## config.mk

```make
export PLATFORM = sky130hd
export DESIGN_NAME = epi_ctrl
export DESIGN_NICKNAME = d
export VERILOG_FILES = /design/src/rtl/epi_pkg.sv /design/src/rtl/epi_rate_div.sv /design/src/rtl/epi_man_edge.sv /design/src/rtl/epi_run_ctl.sv /design/src/rtl/epi_ctrl.sv
export SDC_FILE = /design/constraint.sdc
export NUM_CORES = 1
export LEC_CHECK = 0
export BUFFER_PORTS_ARGS = -buffer_cell sky130_fd_sc_hd__buf_4
export CELL_PAD_IN_SITES_DETAIL_PLACEMENT = 1
export CELL_PAD_IN_SITES_GLOBAL_PLACEMENT = 2
export CORE_UTILIZATION = 37
export CTS_CLUSTER_DIAMETER = 200
export DETAILED_ROUTE_END_ITERATION = 12
export GPL_ROUTABILITY_DRIVEN = 0
export PLACE_DENSITY = 0.92
export SYNTH_ARGS = -nofsm -noshare
export SYNTH_HDL_FRONTEND = slang
export SYNTH_SLANG_ARGS = --single-unit
```

## constraint.sdc

```tcl
create_clock -name clk -period 7.9 [get_ports clk]
set_clock_uncertainty 0.1 [all_clocks]
set_input_delay 0.395 -clock clk [delete_from_list [all_inputs] [get_ports clk]]
set_output_delay 0.395 -clock clk [all_outputs]
set_load 0.03 [all_outputs]
```

## src/rtl/epi_pkg.sv

```systemverilog
// Shared widths for the errored packet insertion controller.
// Assumes the rate setting is a 4-bit mantissa and a 3-bit exponent.
package epi_pkg;
    localparam int MANT_W = 4;
    localparam int EXP_W  = 3;
    localparam int RATE_W = MANT_W + EXP_W;
    localparam int CNT_W  = 8;
    localparam int NDEC   = 6;
    localparam int DIG_W  = 4;
    typedef logic [DIG_W-1:0] digit_t;
endpackage

```

## src/rtl/epi_rate_div.sv

```systemverilog
// Packet divider: a cascade of NDEC decade digits followed by a mantissa
// counter. It flags the last packet of every mant*10^min(expo,NDEC) ticks.
// Assumes tick is gated by the caller and clear accompanies any rate change.
module epi_rate_div
    import epi_pkg::*;
#(
    parameter int N_DEC = NDEC,
    parameter int M_W   = MANT_W,
    parameter int E_W   = EXP_W
) (
    input  logic           clk,
    input  logic           rst_n,
    input  logic           clear,
    input  logic           tick,
    input  logic [M_W-1:0] mant,
    input  logic [E_W-1:0] expo,
    output logic           hit
);
    localparam int YW = E_W + 4;

    logic [N_DEC:0] carry;
    logic [YW-1:0]  y_eff;
    logic [M_W-1:0] mcnt;
    logic [M_W-1:0] mlast;

    // saturate the exponent at the number of decade stages
    always_comb begin
        if (int'(expo) > N_DEC) y_eff = YW'(N_DEC);
        else                    y_eff = YW'(expo);
    end

    assign carry[0] = tick;

    for (genvar g = 0; g < N_DEC; g++) begin : g_dec
        digit_t digit;
        logic   active;
        assign active = (int'(y_eff) > g);

        // ripple carry: pass through inactive stages, wrap active ones at 9
        always_comb begin
            if (active) carry[g+1] = carry[g] && (digit == digit_t'(9));
            else        carry[g+1] = carry[g];
        end

        // advance one decade digit
        always_ff @(posedge clk) begin
            if (!rst_n || clear || !active) digit <= '0;
            else if (carry[g])              digit <= (digit == digit_t'(9)) ? '0 : digit + 1'b1;
        end

        p_digit_range_r2: assert property (@(posedge clk) disable iff (!rst_n)
            digit <= digit_t'(9));
    end

    assign mlast = mant - 1'b1;
    assign hit   = carry[N_DEC] && (mant != '0) && (mcnt == mlast);

    // mantissa counter steps once per full decade roll-over
    always_ff @(posedge clk) begin
        if (!rst_n || clear)   mcnt <= '0;
        else if (carry[N_DEC]) mcnt <= hit ? '0 : mcnt + 1'b1;
    end

    p_hit_needs_tick_r2: assert property (@(posedge clk) disable iff (!rst_n)
        hit |-> tick);
    p_zero_mant_quiet_r4: assert property (@(posedge clk) disable iff (!rst_n)
        (mant == '0) |-> !hit);
endmodule

```

## src/rtl/epi_man_edge.sv

```systemverilog
// Manual insertion: detects 0-to-1 edges of man_in while enabled and
// holds one pending request until the next packet start consumes it.
// Assumes man_in is synchronous to clk.
module epi_man_edge (
    input  logic clk,
    input  logic rst_n,
    input  logic man_en,
    input  logic man_in,
    input  logic pkt_start,
    output logic pend
);
    logic prev;
    logic edge_seen;

    assign edge_seen = man_en && man_in && !prev;

    // remember the previous level of the manual input
    always_ff @(posedge clk) begin
        if (!rst_n) prev <= 1'b0;
        else        prev <= man_in;
    end

    // set on an edge, drop when a packet start consumes the request
    always_ff @(posedge clk) begin
        if (!rst_n)         pend <= 1'b0;
        else if (edge_seen) pend <= 1'b1;
        else if (pkt_start) pend <= 1'b0;
    end

    p_pend_needs_en_r9: assert property (@(posedge clk) disable iff (!rst_n)
        $rose(pend) |-> $past(man_en));
    p_pend_consumed_r9: assert property (@(posedge clk) disable iff (!rst_n)
        $fell(pend) |-> $past(pkt_start));
endmodule

```

## src/rtl/epi_run_ctl.sv

```systemverilog
// Run control: arms on the start strobe, counts rate-based errors against
// the budget, ends the run and keeps a sticky completion flag.
// Assumes arm and stop are never pulsed in the same cycle.
module epi_run_ctl
    import epi_pkg::*;
#(
    parameter int C_W = CNT_W
) (
    input  logic           clk,
    input  logic           rst_n,
    input  logic           arm,
    input  logic           stop,
    input  logic           auto_hit,
    input  logic [C_W-1:0] budget,
    input  logic           done_clr,
    output logic           armed,
    output logic           done
);
    localparam logic [C_W-1:0] CONT = '1;

    logic [C_W-1:0] hits;
    logic           last_hit;
    logic           done_set;

    assign last_hit = armed && auto_hit && (budget != CONT) && (hits + 1'b1 == budget);
    assign done_set = (arm && (budget == '0)) || (!arm && !stop && last_hit);

    // run state and error tally
    always_ff @(posedge clk) begin
        if (!rst_n) begin
            armed <= 1'b0;
            hits  <= '0;
        end else if (arm) begin
            armed <= (budget != '0);
            hits  <= '0;
        end else if (stop || last_hit) begin
            armed <= 1'b0;
        end else if (armed && auto_hit) begin
            hits  <= hits + 1'b1;
        end
    end

    // sticky completion flag, set wins over clear
    always_ff @(posedge clk) begin
        if (!rst_n)        done <= 1'b0;
        else if (done_set) done <= 1'b1;
        else if (done_clr) done <= 1'b0;
    end

    p_done_source_r6: assert property (@(posedge clk) disable iff (!rst_n)
        $rose(done) |-> $past(armed || arm));
    p_cont_never_done_r7: assert property (@(posedge clk) disable iff (!rst_n)
        (armed && budget == CONT && !arm && !done) |=> !done);
    p_sticky_r8: assert property (@(posedge clk) disable iff (!rst_n)
        $fell(done) |-> $past(done_clr));
endmodule

```

## src/rtl/epi_ctrl.sv

```systemverilog
// Errored packet insertion controller top. It merges the rate-based and
// manual error sources into one corrupt pulse per packet start.
// Assumes that pkt_start, arm, stop, rate_wr and done_clr are one-cycle strobes.
module epi_ctrl
    import epi_pkg::*;
(
    input  logic              clk,
    input  logic              rst_n,
    input  logic              pkt_start,
    input  logic [RATE_W-1:0] rate_cfg,
    input  logic              rate_wr,
    input  logic [CNT_W-1:0]  err_count,
    input  logic              arm,
    input  logic              stop,
    input  logic              man_en,
    input  logic              man_in,
    input  logic              irq_en,
    input  logic              done_clr,
    output logic              corrupt,
    output logic              done,
    output logic              irq
);
    logic [MANT_W-1:0] mant;
    logic [EXP_W-1:0]  expo;
    logic              armed;
    logic              tick;
    logic              auto_hit;
    logic              man_pend;
    logic              reload;

    assign mant   = rate_cfg[MANT_W-1:0];
    assign expo   = rate_cfg[RATE_W-1:MANT_W];
    assign reload = rate_wr || arm || stop;
    assign tick   = pkt_start && armed && !reload && (mant != '0);

    epi_rate_div #(.N_DEC(NDEC), .M_W(MANT_W), .E_W(EXP_W)) u_div (
        .clk(clk), .rst_n(rst_n), .clear(reload), .tick(tick),
        .mant(mant), .expo(expo), .hit(auto_hit)
    );

    epi_man_edge u_man (
        .clk(clk), .rst_n(rst_n), .man_en(man_en), .man_in(man_in),
        .pkt_start(pkt_start), .pend(man_pend)
    );

    epi_run_ctl #(.C_W(CNT_W)) u_run (
        .clk(clk), .rst_n(rst_n), .arm(arm), .stop(stop), .auto_hit(auto_hit),
        .budget(err_count), .done_clr(done_clr), .armed(armed), .done(done)
    );

    // one corrupt pulse per flagged packet start, either source
    always_ff @(posedge clk) begin
        if (!rst_n) corrupt <= 1'b0;
        else        corrupt <= pkt_start && (auto_hit || man_pend);
    end

    assign irq = done && irq_en;

    p_corrupt_on_pkt_r2: assert property (@(posedge clk) disable iff (!rst_n)
        corrupt |-> $past(pkt_start));
    p_idle_quiet_r5: assert property (@(posedge clk) disable iff (!rst_n)
        (pkt_start && !armed && !man_pend) |=> !corrupt);
    p_manual_flags_r10: assert property (@(posedge clk) disable iff (!rst_n)
        (pkt_start && man_pend) |=> corrupt);
    p_irq_needs_done_r8: assert property (@(posedge clk) disable iff (!rst_n)
        irq |-> (done && irq_en));
endmodule

```

## Word-level counts from Yosys, hierarchy flattened

Cells that the tools add are included.

| storage, ports and cells | value |
|---|---|
| bits in registers | 41 |
| bits in latches | 0 |
| memory bits (writable) | 0 |
| memory bits (read-only) | 0 |
| input port bits | 25 |
| output and inout port bits | 3 |
| logic and storage cells | 112 |
| memories kept | 0 |

| cells by class | value |
|---|---|
| $add $sub $neg | 9 |
| $mul | 0 |
| div/mod/pow operators | 0 |
| magnitude comparators | 7 |
| equal/unequal tests | 9 |
| shift-type cells | 0 |
| muxes and demuxes | 20 |
| bitwise gates (word level) | 2 |
| reductions and logical operators | 52 |

Operators with widths:

| kind | count |
|---|---|
| adder 4 x 1 -> 4 bit, second input constant | 7 |
| 2-to-1 mux 4 bit | 7 |
| equality test 4 bit, second input constant | 6 |
| logical AND 1 bit | 21 |
| logical OR 1 bit | 12 |
| 2-to-1 mux 1 bit | 12 |
| logical NOT 1 bit | 11 |
| greater-than comparator 3 bit, second input constant | 3 |
| adder 8 x 1 -> 8 bit, second input constant | 1 |
| equality test 8 bit | 1 |
| logical NOT 8 bit | 1 |
| != test 8 bit, second input constant | 1 |
| nonzero test 8 bit | 1 |
| greater-than comparator 3 x 1 -> 1 bit, second input constant | 2 |
| greater-than comparator 3 x 2 -> 1 bit, second input constant | 2 |
| nonzero test 2 bit | 3 |
| equality test 4 bit | 1 |
| nonzero test 4 bit | 1 |
| subtractor 4 x 1 -> 4 bit, second input constant | 1 |
| 2-to-1 mux 3 bit | 1 |
| NOT 1 bit | 2 |
| AND reduction 2 bit | 1 |
| OR reduction 2 bit | 1 |

## Depth between registers and ports, before layout

| depth | value |
|---|---|
| depth after elaboration | 25 |
| gate-level depth with buffers | 10 |
| gate-level depth less buffers | 8 |

## Modules after synthesis

From an unflattened synthesis, not the netlist that was laid out.

| unflattened totals | value |
|---|---|
| cells, all modules | 300 |
| area total of the unflattened synthesis | 2562.5 um2 |

By module, submodules not included:

| module | instances | cells each | area an instance (um2) | seq. area each (um2) |
|---|---|---|---|---|
| epi_rate_div | 1 | 195 | 1679.1 | 560.5 |
| epi_run_ctl | 1 | 92 | 749.5 | 200.2 |
| epi_ctrl | 1 | 7 | 67.6 | 20.0 |
| epi_man_edge | 1 | 6 | 66.3 | 40.0 |

## Least setup slack after synthesis

Ideal clock, no wire load.

| timing path | value |
|---|---|
| kind | input -> register |
| start | input port rate_cfg[0] |
| end | register u_run.hits[3] |
| setup time | 0.070 ns |
| arrival | 2.516 ns |
| data required time | 7.730 ns |
| slack | 5.214 ns |
| stages on the path | 8 |
| buffers on the path | 0 |
| cell sequence | inv_1 > ha_1 > nor2b_1 > or3_1 > a2111oi_4 > nand3b_1 > or4_1 > a21oi_1 |

| between the ends | value |
|---|---|
| longest elaborated chain between the ends | 22 |
| elaborated cells between the ends (all ways) | 24 |
| classes of those cells | 1 x add/sub; 1 x eq/ne; 6 x mux; 1 x bitwise; 15 x reduce/logical |

RTL lines:

| element | line | source |
|---|---|---|
| from (decl) | epi_ctrl.sv:10 | `input logic [RATE_W-1:0] rate_cfg,` |
| nonzero test 4 bit | epi_rate_div.sv:56, epi_ctrl.sv:34 |  |
| logical AND 1 bit | epi_ctrl.sv:34 | `assign tick = pkt_start && armed && !reload && (mant != '0);` |
| logical AND 1 bit | epi_rate_div.sv:41 | `if (active) carry[g+1] = carry[g] && (digit == digit_t'(9));` |
| 2-to-1 mux 1 bit | epi_rate_div.sv:41 |  |
| logical AND 1 bit | epi_rate_div.sv:41 |  |
| 2-to-1 mux 1 bit | epi_rate_div.sv:41 |  |
| logical AND 1 bit | epi_rate_div.sv:41 |  |
| 2-to-1 mux 1 bit | epi_rate_div.sv:41 |  |
| [5 not listed] | -- |  |
| 2-to-1 mux 1 bit | epi_rate_div.sv:41 |  |
| logical AND 1 bit | epi_rate_div.sv:56 | `assign hit = carry[N_DEC] && (mant != '0) && (mcnt == mlast);` |
| logical AND 1 bit * | epi_rate_div.sv:56 |  |
| logical AND 1 bit * | epi_run_ctl.sv:25, epi_run_ctl.sv:38 |  |
| logical AND 1 bit (2 in series) | epi_run_ctl.sv:25 | `assign last_hit = armed && auto_hit && (budget != CONT) && (hits + 1'b1 == budget);` |
| logical OR 1 bit | epi_run_ctl.sv:36 | `end else if (stop \|\| last_hit) begin` |
| NOT 1 bit (no source line) | -- |  |
| AND reduction 2 bit (no source line) * | -- |  |
| to (signal assigned) | epi_run_ctl.sv:39 | `hits <= hits + 1'b1;` |
| to (decl) | epi_run_ctl.sv:21 | `logic [C_W-1:0] hits;` |

Every way passes the cells marked *; elsewhere a longest branch is shown, timed or not.
A chain may end at the register's enable or synchronous reset.

## Worst setup path in the final report

Same ends and word-level chain as after synthesis.

==> metrics.yaml <==
utilization: 0.4432
seq_area_um2: 820.8
vdd_ir_drop_max_uv: 132.8
grt_pass1_vias: 2364
hold_depth: 2
final-setup-viol-count: 0
start_kind: "input port"
multi_input_area_um2: 1559
drc: 0
row_count: 29
period_share: 0.3607
synth_edf_count: 0
critical_path_class: "input port to register"
clock-root-buffer: "clkbuf_8"
cp_max_fo: 9
seqPwrFrac: 0.543
ys_seq_area_frac: 0.3366
critPathRequiredTime_ns: 8.02
synthesis.area_um2: 2439
cts_tree: "built"
syn2layout_area_growth_pct: 15.39
fp.dieH_um: 83.19
io_pins: 28
clock_sinks: 41
rr_worst_depth: 6
synth_ff_type: "dfxtp_1"
p_sw_frac: 0.2512
antenna_found_initial: 0
ys_ff_latch: 41
n_fill_cell: 786
yosys_warnings: 0
post_cts_buffers: 0
power_leakage_nw: 0.9305
cts.path.max_buffers: 2
endpoint_kind: "register"
cp_top_family: "simple AND/OR/NAND/NOR gates"
num_vias: 2219
yosys.area.top_type: "dfxtp_1"
ant_nets: 0
numCtsBuffers: 5
syn_area_per_cell_um2: 8.295
yosysMostFrequentCell: "dfxtp_1"
synth.area.top_cells: "dfxtp_1 (34%), xnor2_1 (6.5%), a21oi_1 (4.9%), nor2_1 (4.6%), nor2b_1 (4.6%)"
synth_cell_types: 56
netlist.area_leader.share: 0.3366
relSlewSlack: 0.5535
layout-drive-gt1-share: 0.1389
crit_cells: 9
holdBufCountCts: 0
pwr-share-clk: 0.366
critPathSlowestCell: "a2111oi_4"
rsz0062_at_grt: "false"
ctsResizeCount: 0
drt_iter0_markers: 55
powerDensity_nw_per_um2: 136.1
clock.fmax_mhz: 351.0
worst_pin_slew_ns: 0.6638
hold_violations: 0
power_switching_mw: 0.09622
fin_setup_tns_ns: 0
core_um2: 6350
layout.nets: 351
clk_pin_slew_ns: 0.08
synth.net_count: 322
wl_per_cell_um: 14.74
grt_pass1_wl_um: 10370
status: "complete, no violations"
critPathMaxStageDelay_ns: 0.60
path_cells: "buf_4, inv_1, ha_1, nor2b_1, or3_1, a2111oi_4, nand3b_1, or4_1, a21oi_1"
die_w_um: 83.19
synthesis.instances: 294
maxCapViolCount: 0
totalWireLength_um: 5912
min_path_type: "input port to register"
avgViaCountPerCell: 5.534
diodes: 0
initial_core_util: 0.3840
htree_num_levels: 2
dpl.hpwl_um: 4598
grt_start_max_net_pins: 16
period_needed_ns: 2.849
r2r_setup_slack_ns: 5.06
overflow: 0
cp.buffers_inverters: 2
numPortBuffers: 27
synthArstFlopShare: 0
design.die.area_um2: 6920
worstSkewPairLatency_ns: 0.30
cp.arrival_ns: 2.97
p_int_mw: 0.2867
slew_violations: 0
grt_util_all_layers: 0.1819
synthTopCellsByCount: "dfxtp_1 (41), nor2_1 (30), a21oi_1 (24), nor2b_1 (18), xnor2_1 (18)"
pwr-share-comb: 0.091
firstDrtPassIters: 4
-- sequential cells by signal, summed over array words and instances (netlist names) --
| name | cells |
|---|---|
| corrupt | 1 |
| u_div.g_dec.digit | 24 |
| u_div.mcnt | 4 |
| u_man.pend | 1 |
| u_man.prev | 1 |
| u_run.armed | 1 |
| u_run.done | 1 |
| u_run.hits | 8 |
-- worst register-to-register path, cell delays in order (launching register included) --
cell	delay, ns
dfxtp_1	0.37
nor4bb_1	0.45
nor2b_1	0.13
or4_1	0.64
or2_0	0.39
or4_1	0.54
a21oi_1	0.15
-- layout make-up --
cell class | count | area share
Inverter | 8 | 0.01067
Timing Repair Buffer | 29 | 0.07737
Clock inverter | 3 | 0.007559
Clock buffer | 5 | 0.02446
Multi-Input combinational cell | 238 | 0.5540
Tap cell | 77 | 0.03424
Sequential cell | 41 | 0.2917
-- path summary, 6_finish.rpt --
path | start | to
max reg2reg | u_div.g_dec[3].digit[3]$_SDFFE_PP0N_ | u_run.hits[4]$_SDFFE_PP0P_
min | man_in | u_man.prev$_SDFF_PN0_
max | rate_cfg[0] | u_run.hits[3]$_SDFFE_PP0P_
min reg2reg | u_run.hits[7]$_SDFFE_PP0P_ | u_run.hits[7]$_SDFFE_PP0P_
-- through the flow --
step | hold WS (ns) | instances | total power, mW | setup slack [ns] | instance area, um^2
2_1_floorplan | 0.3551 | 294 | 0.2299 | 5.214 | 2439
3_3_place_gp | 0.3715 | 393 | 0.2467 | 4.907 | 2724
3_5_place_dp | 0.3933 | 393 | 0.2480 | 4.732 | 2724
4_1_cts | 0.2088 | 401 | 0.3892 | 5.013 | 2814
5_1_grt | 0.2107 | 401 | 0.4010 | 4.788 | 2814
6_report | 0.2200 | 401 | 0.3830 | 5.051 | 2814
-- metal layers --
metal / routed length [um] / vias up / track usage
met5: 0 / - / 0
met4: 60 / 0 / 0.05799
met3: 139 / 5 / 0.03877
met2: 2945 / 15 / 0.3241
met1: 2766 / 1064 / 0.2170
li1: - / 1135 / -
-- cell usage in the layout (no fill, tap or decap), drive strengths merged, types with 2 or more instances in the layout --
cell,synthesis,routed
or3,3,3
o31ai,6,6
a31oi,3,3
nor2b,18,18
nand3b,4,4
nand4b,3,3
ha,3,3
o21ai,19,19
nand2b,5,5
nor4b,3,3
nand2,14,14
nor4,5,5
nand3,7,7
clkbuf,4,5
o2111a,2,2
buf,3,29
or4,8,8
a21oi,24,24
xor2,7,7
and3,7,7
inv,8,9
nor3b,4,4
o211ai,3,3
o2111ai,3,3
nand4,4,4
nor4bb,2,2
nor2,30,30
dfxtp,41,41
nand4bb,2,2
and2,3,3
xnor2,18,18
nor3,9,9
-- cell families after synthesis --
kind of cell	count (synthesis)	synth area share
adder cells (fa/ha/maj)	3	0.01539
AND/OR/NAND/NOR	137	0.3366
multiplexers	2	0.008722
flip-flops	41	0.3366
XOR/XNOR	25	0.08979
AO/OA/AOI/OAI	71	0.1888
buffers and inverters	15	0.02411
-- power by group through the flow --
stage               Sequential (mW)  Clock [mW]  Combinational [mW]
floorplan                     0.213           0              0.0171
global placement              0.213           0              0.0341
detailed placement            0.213           0              0.0352
CTS                           0.208       0.146              0.0353
global route                  0.208       0.154              0.0385
finish                        0.208       0.140              0.0350
Power figures use the tool's default switching activity.
